===== config.mk =====
export PLATFORM = sky130hd
export DESIGN_NAME = lpm_clock_ctrl
export DESIGN_NICKNAME = d
export VERILOG_FILES = /design/src/rtl/lpm_pkg.sv /design/src/rtl/lpm_ctrl.sv /design/src/rtl/lpm_datapath.sv /design/src/rtl/lpm_clock_ctrl.sv
export SDC_FILE = /design/constraint.sdc
export NUM_CORES = 1
export LEC_CHECK = 0
export ABC_AREA = 1
export BUFFER_PORTS_ARGS = -buffer_cell sky130_fd_sc_hd__buf_2
export CORE_AREA = 3 3 40 42
export CTS_CLUSTER_SIZE = 12
export DETAILED_ROUTE_END_ITERATION = 10
export DIE_AREA = 0 0 43 45
export GPL_TIMING_DRIVEN = 0
export PLACE_DENSITY_LB_ADDON = 0.08
export SYNTH_ARGS = -nofsm -noshare
export SYNTH_HDL_FRONTEND = slang
export SYNTH_SLANG_ARGS = --single-unit

===== constraint.sdc =====
create_clock -name clk -period 1.1 [get_ports clk]
set_clock_uncertainty 0.1 [all_clocks]
set_input_delay 0.055 -clock clk [delete_from_list [all_inputs] [get_ports clk]]
set_output_delay 0.055 -clock clk [all_outputs]
set_load 0.05 [all_outputs]

===== src/rtl/lpm_pkg.sv =====
package lpm_pkg;

  localparam int PWR_W = 4;

  typedef struct packed {
    logic scg1;
    logic scg0;
    logic oscOff;
    logic cpuOff;
  } pwr_t;

  typedef struct packed {
    logic wake;
    logic restore;
    logic swLoad;
    logic saveWrite;
  } strobe_t;

  typedef struct packed {
    logic cpu;
    logic smclk;
    logic aclk;
    logic dco;
    logic dcGen;
  } clk_en_t;

  localparam pwr_t PWR_ACTIVE = '{scg1: 1'b0, scg0: 1'b0, oscOff: 1'b0, cpuOff: 1'b0};
  localparam clk_en_t EN_ALL_ON = '{cpu: 1'b1, smclk: 1'b1, aclk: 1'b1, dco: 1'b1, dcGen: 1'b1};

endpackage


===== src/rtl/lpm_ctrl.sv =====
module lpm_ctrl
  import lpm_pkg::*;
(
  input  logic    clk,
  input  logic    rstN,
  input  logic    srWrEn,
  input  logic    irqAccept,
  input  logic    irqReturn,
  input  logic    saveWrEn,
  output strobe_t strobes
);

  // Arbitration: wake beats everything, restore beats a software write.
  always_comb begin
    strobes.wake      = irqAccept;
    strobes.restore   = irqReturn & ~irqAccept;
    strobes.swLoad    = srWrEn & ~irqAccept & ~irqReturn;
    strobes.saveWrite = saveWrEn & ~irqAccept;
  end

  // only one of the power-bit sources may win in any cycle
  p_single_source_r11: assert property (@(posedge clk) disable iff (!rstN)
    $onehot0({strobes.wake, strobes.restore, strobes.swLoad}));

  // an accept is never masked by a simultaneous write
  p_accept_wins_r11: assert property (@(posedge clk) disable iff (!rstN)
    irqAccept |-> (strobes.wake && !strobes.swLoad && !strobes.saveWrite));

endmodule


===== src/rtl/lpm_datapath.sv =====
module lpm_datapath
  import lpm_pkg::*;
#(
  parameter int PWR_BITS = PWR_W
) (
  input  logic                clk,
  input  logic                rstN,
  input  strobe_t             strobes,
  input  logic [PWR_BITS-1:0] srWrData,
  input  logic [PWR_BITS-1:0] saveWrData,
  input  logic                dcoRequest,
  output pwr_t                powerReg,
  output clk_en_t             enReg
);

  pwr_t    saveReg;
  pwr_t    powerNext;
  pwr_t    saveNext;
  clk_en_t enNext;

  // Next power bits and saved copy
  always_comb begin
    powerNext = powerReg;
    saveNext  = saveReg;
    if (strobes.wake) begin
      saveNext         = powerReg;
      powerNext.cpuOff = 1'b0;
      powerNext.oscOff = 1'b0;
      powerNext.scg1   = 1'b0;
    end else begin
      if (strobes.restore)   powerNext = saveReg;
      if (strobes.swLoad)    powerNext = pwr_t'(srWrData);
      if (strobes.saveWrite) saveNext  = pwr_t'(saveWrData);
    end
  end

  // Mode decode into clock enables
  always_comb begin
    enNext.cpu   = ~powerReg.cpuOff;
    enNext.aclk  = ~powerReg.oscOff;
    enNext.smclk = ~powerReg.scg1;
    enNext.dco   = ~powerReg.scg1;
    enNext.dcGen = ~powerReg.scg0 | (dcoRequest & ~powerReg.oscOff);
  end

  always_ff @(posedge clk) begin
    if (!rstN) begin
      powerReg <= PWR_ACTIVE;
      saveReg  <= PWR_ACTIVE;
      enReg    <= EN_ALL_ON;
    end else begin
      powerReg <= powerNext;
      saveReg  <= saveNext;
      enReg    <= enNext;
    end
  end

  // active mode leads to every enable on at the next edge
  p_active_all_on_r2: assert property (@(posedge clk) disable iff (!rstN)
    (powerReg == PWR_ACTIVE) |=> (enReg == EN_ALL_ON));

  // LPM3 keeps only the auxiliary clock (plus a requested generator)
  p_lpm3_aux_only_r6: assert property (@(posedge clk) disable iff (!rstN)
    (powerReg == pwr_t'(4'b1101)) |=>
      (enReg.aclk && !enReg.cpu && !enReg.smclk && !enReg.dco && (enReg.dcGen == $past(dcoRequest))));

  // LPM4 stops everything
  p_lpm4_all_off_r7: assert property (@(posedge clk) disable iff (!rstN)
    (powerReg == pwr_t'(4'b1111)) |=> (enReg == '0));

  // accept clears CPU-off, oscillator-off and generator bit 1, keeps generator bit 0
  p_wake_clear_r8: assert property (@(posedge clk) disable iff (!rstN)
    strobes.wake |=> (!powerReg.cpuOff && !powerReg.oscOff && !powerReg.scg1 &&
                      powerReg.scg0 == $past(powerReg.scg0)));

  // CPU clock back within two edges
  p_cpu_wake_r8: assert property (@(posedge clk) disable iff (!rstN)
    strobes.wake |=> ##1 enReg.cpu);

  // return restores the saved copy when it is not rewritten that cycle
  p_restore_r9: assert property (@(posedge clk) disable iff (!rstN)
    (strobes.restore && !strobes.saveWrite) |=> (powerReg == $past(saveReg)));

  // the CPU enable only moves one edge after the CPU-off bit
  p_cpu_en_lag_r12: assert property (@(posedge clk) disable iff (!rstN)
    !$stable(enReg.cpu) |-> (enReg.cpu == !$past(powerReg.cpuOff)));

endmodule


===== src/rtl/lpm_clock_ctrl.sv =====
module lpm_clock_ctrl
  import lpm_pkg::*;
(
  input  logic       clk,
  input  logic       rstN,
  input  logic       srWrEn,
  input  logic [3:0] srWrData,
  input  logic       dcoRequest,
  input  logic       irqAccept,
  input  logic       irqReturn,
  input  logic       saveWrEn,
  input  logic [3:0] saveWrData,
  output logic [3:0] powerState,
  output logic       cpuClkEn,
  output logic       smclkEn,
  output logic       aclkEn,
  output logic       dcoEn,
  output logic       dcGenEn
);

  strobe_t strobes;
  pwr_t    powerReg;
  clk_en_t enReg;

  lpm_ctrl u_ctrl (
    .clk       (clk),
    .rstN      (rstN),
    .srWrEn    (srWrEn),
    .irqAccept (irqAccept),
    .irqReturn (irqReturn),
    .saveWrEn  (saveWrEn),
    .strobes   (strobes)
  );

  lpm_datapath #(.PWR_BITS(PWR_W)) u_dp (
    .clk        (clk),
    .rstN       (rstN),
    .strobes    (strobes),
    .srWrData   (srWrData),
    .saveWrData (saveWrData),
    .dcoRequest (dcoRequest),
    .powerReg   (powerReg),
    .enReg      (enReg)
  );

  assign powerState = powerReg;
  assign cpuClkEn   = enReg.cpu;
  assign smclkEn    = enReg.smclk;
  assign aclkEn     = enReg.aclk;
  assign dcoEn      = enReg.dco;
  assign dcGenEn    = enReg.dcGen;

endmodule


**Word-level counts from Yosys, hierarchy flattened**

Index checks and enable logic that the tools add are counted.

- Register bits after elaboration: 12
- Logic and storage cells: 33
- Memory bits (read-only): 0
- Bits in writable memories: 0
- Memories: 0
- Output and inout port bits: 9
- Latch bits: 0

- Div/mod/pow operators: 0
- Eq/ne operators: 0
- Muxes and demuxes: 4
- Shift operators: 0
- $mul: 0
- $lt $le $gt $ge: 0
- Reductions and logical operators: 4
- $add $sub $neg: 0
- Bitwise gates (word level): 13

Operators with widths:

| cell | count |
|---|---|
| $mux W4 | 4 |
| $not A1 Y1 | 7 |
| $and A1 B1 Y1 | 5 |
| $reduce_bool A2 Y1 | 2 |
| $reduce_and A2 Y1 | 1 |
| $reduce_or A2 Y1 | 1 |
| $or A1 B1 Y1 | 1 |

**Logic depth before layout (Yosys ltp)**

- Word-level depth: 5
- Mapped depth: 7
- Mapped depth without buffers: 6

**Cells and area by module**

Synthesis repeated with hierarchy kept, for this count alone.

- Cells, all modules: 80
- Area, all modules: 533.0 µm²

Modules (own cells, without submodules):

| module | instances | cells each | area an instance (µm²) |
|---|---|---|---|
| lpm_datapath | 1 | 72 | 496.7 |
| lpm_ctrl | 1 | 8 | 36.3 |

**Least setup slack after synthesis**

No wires, ideal clock.

- Kind: register to register
- Start: register, netlist name u_dp.powerReg[1]
- End: register u_dp.saveReg[1] (netlist name)
- Arrival: 1.016 ns
- Period minus slack after synthesis: 1.180 ns
- Stages on the path, launching flop included: 5
- Setup time: 0.064 ns
- Buffers on the path: 0
- Setup slack: -0.080 ns
- Cell sequence: dfxtp_1 inv_1 a21oi_1 o21ai_0 nor2_1

- Word-level cells in the longest chain between the ends: 1

Ends and longest elaborated chain:

| what | RTL line | text |
|---|---|---|
| $mux W4 | lpm_datapath.sv:25 | `if (strobes.wake) begin` |
| end signal: assignment | lpm_datapath.sv:53 | `saveReg <= saveNext;` |
| end: declaration | lpm_datapath.sv:16 | `pwr_t saveReg;` |

Every way passes these cells.
A chain may end at the register's enable or synchronous reset.

**Worst setup path in the final report**

- Start: input irqAccept
- End: register, netlist name u_dp.powerReg[2]

- Word-level cells in the longest chain between the ends: 5
- Elaborated cells on any way between the ends: 7

Ends and longest elaborated chain:

| what | RTL line | text |
|---|---|---|
| start: declaration | lpm_clock_ctrl.sv:9 | `input logic irqAccept,` |
| $not A1 Y1 (no source line) (*) | n/a |  |
| $and A1 B1 Y1 (2 in a row) | lpm_ctrl.sv:17 | `strobes.swLoad = srWrEn & ~irqAccept & ~irqReturn;` |
| $reduce_bool A2 Y1 (no source line) | n/a |  |
| $reduce_and A2 Y1 (no source line) | n/a |  |

Every way passes the cells marked *; elsewhere a longest branch is shown, timed or not.

==> impl_results.md <==
* Post-layout min period at 1.06 ns
* Initial antenna violation count at 0
* Top-area cell type share of the netlist area at 0.441
* Final Total Pwr at 1.06 mW
* Vias in the first global route at 535
* Adder-Cell Fraction of Synth Area at 0
* CTS tree: built
* Ant diodes at 0
* Slew @ Worst Pin at 0.222 ns
* # port buffers at 22
* CTS Buffer Depth at 2
* Gpl congestion at 0.792
* Area Overhead vs Synth at 51.7%
* Share of cells above drive strength 1 at 0.367
* CTS buffer count at 3
* First-pass GRT wire length at 2.04 mm
* Worst Setup Path Type: in -> reg
* Post-Synth Simple-Gate Area at 0.294
* WP data required at 1.18 ns
* Crit path DAT at 1.14 ns
* Unique masters post-synth at 19
* Max-slew headroom at 0.850
* Ys Warns at 0
* Final WS setup at 0.0388 ns
* Avg Cell Area, Syn at 7.26 sq um
* Post-CTS Setup Inserts at 0
* Pwr/cell area at 1280 nW/um^2
* P_leak at 0.400 nW
* Largest net degree at the start of global routing at 10
* Final wirelength at 1.21 mm
* GRT Residual Overflow at 0
* Final HPWL from detailed placement at 885 microns
* Peak supply drop at 0.952 mV
* Post-synthesis instance total at 75
* Post-synthesis mux area share at 0
* Max-Cap Viols at 0
* Hold wc startpoint: srWrData[0]
* Fmax at 942 MHz
* Final Max Tran Viols at 0
* Critical Path Start Type: primary input
* Dpl ws at 0.179 ns
* Post-Synth XOR/XNOR Area at 0
* Final TNS setup at 0 ns
* I/O pin count at 24
* NumNets Final at 125
* Filler instances at 121
* Hold WC Path Type: in -> reg
* Final hold violations at 0
* Reg-to-reg endpoint: u_dp.powerReg[1]$_SDFFE_PP0P_
* Sequential share of the synthesized area at 0.441
* Clock Latency Late Sink at 0.27 ns
* Post-synthesis compound-gate area fraction at 0.136
* Netlist Area Pre-Place at 544 sq um
* Reg2reg setup slack at 0.17 ns
* DIE AREA at 1940 sq um
* Via/cell ratio at 4.59
* Worst R2R Start: u_dp.saveReg[1]$_SDFFE_PN0P_
* Die Y at 45 microns
* Post-route antenna net violation count at 0
* Drt first-iter violations at 10
* Synth Register Bits at 12
* Worst-path clk slew at 0.07 ns
* Reg2Reg Depth at 3
* Area leader, netlist: dfxtp_1
* First-pass detailed-route iteration total at 4
* Status: finished clean
* Crit Path Max Fanout at 6
* Root buf cell: clkbuf_4
* Hold depth at 5
* Die X at 43 microns
* Synth Net Count at 90
* CP endpoint kind: register
* Final setup vio count at 0
* Hold EP: u_dp.powerReg[0]$_SDFFE_PP0P_
* Period utilization at 0.965
* DRC Markers at 0
* Largest family of logic cells by synthesized area: simple AND/OR/NAND/NOR gates
* Vias at 569
* Core Footprint at 1280 sq um
* Num rows at 13
* H-tree level count at 1
* Routed len/inst at 9.75 microns
* GR Util All Layers at 0.146
* Starting density of the core at 0.424
* TritonCTS sink count at 12
* Synth area leaders: dfxtp_1 44%, nand2_1 10%, inv_1 7.6%
[what timing repair did]
item	in CTS	in global routing
pin swaps	0	2
endpoints found under the hold margin	9	0
setup endpoints to repair	1	7
gates cloned	0	1
resized for setup	1	12
hold buffers	7	0
[cells in the final DEF (no fill, tap or decap)]
cell and instances:
clkbuf_8 1, or2_2 1, dfxtp_2 2, o21ai_1 3, inv_4 1, a21oi_4 1, nand4_1 1, nor2_1 5
clkbuf_4 6, dlygate4sd3_1 7, o21ai_0 5, nand2_1 14, inv_8 1, inv_1 11, buf_2 19, nor2_4 1
nand3_1 3, buf_4 2, buf_6 1, nor3_1 6, nand3_4 1, a21oi_1 4, a21oi_2 1, nand2_2 2
dfxtp_1 10
[cells in the mapped netlist]
library cell	count
dfxtp_1	12
inv_1	11
nor3_1	6
or2_2	1
buf_4	1
o21ai_1	1
nor2_4	1
o21ai_0	7
nand2_1	15
a21oi_1	5
nand2_2	1
buf_6	1
nand3_1	3
nand4_1	1
inv_2	1
inv_4	1
a21oi_2	1
nand3_2	1
nor2_1	5
[logic make-up after synthesis]
| logic type | Yosys count |
|---|---|
| flops | 12 |
| simple gates | 34 |
| compound gates | 14 |
| buf+inv | 15 |
[stage by stage]
stage / cells / util / hold slack [ns] / instance area [sq um]
finish: 124 / 0.643 / 0.0118 / 826
floorplan: 75 / - / 0.0250 / 547
detailed placement: 112 / 0.526 / 0.159 / 676
CTS: 123 / 0.611 / 0.00418 / 785
global route: 124 / 0.643 / 0.0437 / 826
global placement: 112 / 0.526 / 0.157 / 676
[registers in the layout, summed over array words and instances (netlist names)]
| name | flops |
|---|---|
| u_dp.enReg | 4 |
| u_dp.saveReg | 4 |
| u_dp.powerReg | 4 |
[worst max-delay path: stages]
cell	delay, ns
dlygate4sd3_1	0.56
buf_6	0.16
inv_8	0.07
nand3_4	0.07
nand2_2	0.08
nand3_1	0.06
nand2_1	0.06
inv_1	0.03
[power breakdown]
part / internal, mW / switching [mW] / total, mW
clock network: 0.201 / 0.144 / 0.345
logic: 0.0904 / 0.146 / 0.236
registers: 0.462 / 0.0146 / 0.476
total: 0.753 / 0.305 / 1.06
[final cells by class]
cell class	count	area [sq um]	share of cell area
Buffer	2	18.8	0.0227
Clock buffer	4	36.3	0.0439
Inverter	13	58.8	0.0712
Multi-Input combinational cell	48	255	0.309
Sequential cell	12	243	0.294
Tap cell	15	18.8	0.0227
Timing Repair Buffer	30	195	0.236
[layer usage]
metal | GRT usage | wire, microns
met3 | 0.0598 | 100
met2 | 0.260 | 563
met5 | 0 | 0
met1 | 0.148 | 523
met4 | 0.0723 | 22
[worst max path at each step]
stage	from	end	slack, ns
floorplan	u_dp.powerReg[0]$_SDFFE_PP0P_	u_dp.saveReg[0]$_SDFFE_PN0P_	0.01
global placement	u_dp.saveReg[1]$_SDFFE_PN0P_	u_dp.powerReg[1]$_SDFFE_PP0P_	0.18
detailed placement	u_dp.saveReg[1]$_SDFFE_PN0P_	u_dp.powerReg[1]$_SDFFE_PP0P_	0.18
CTS	u_dp.powerReg[0]$_SDFFE_PP0P_	powerState[0]	0.01
global route	rstN	u_dp.powerReg[2]$_SDFFE_PN0P_	-0.001
finish	irqAccept	u_dp.powerReg[2]$_SDFFE_PN0P_	0.04
(Power assumes the default switching activity.)
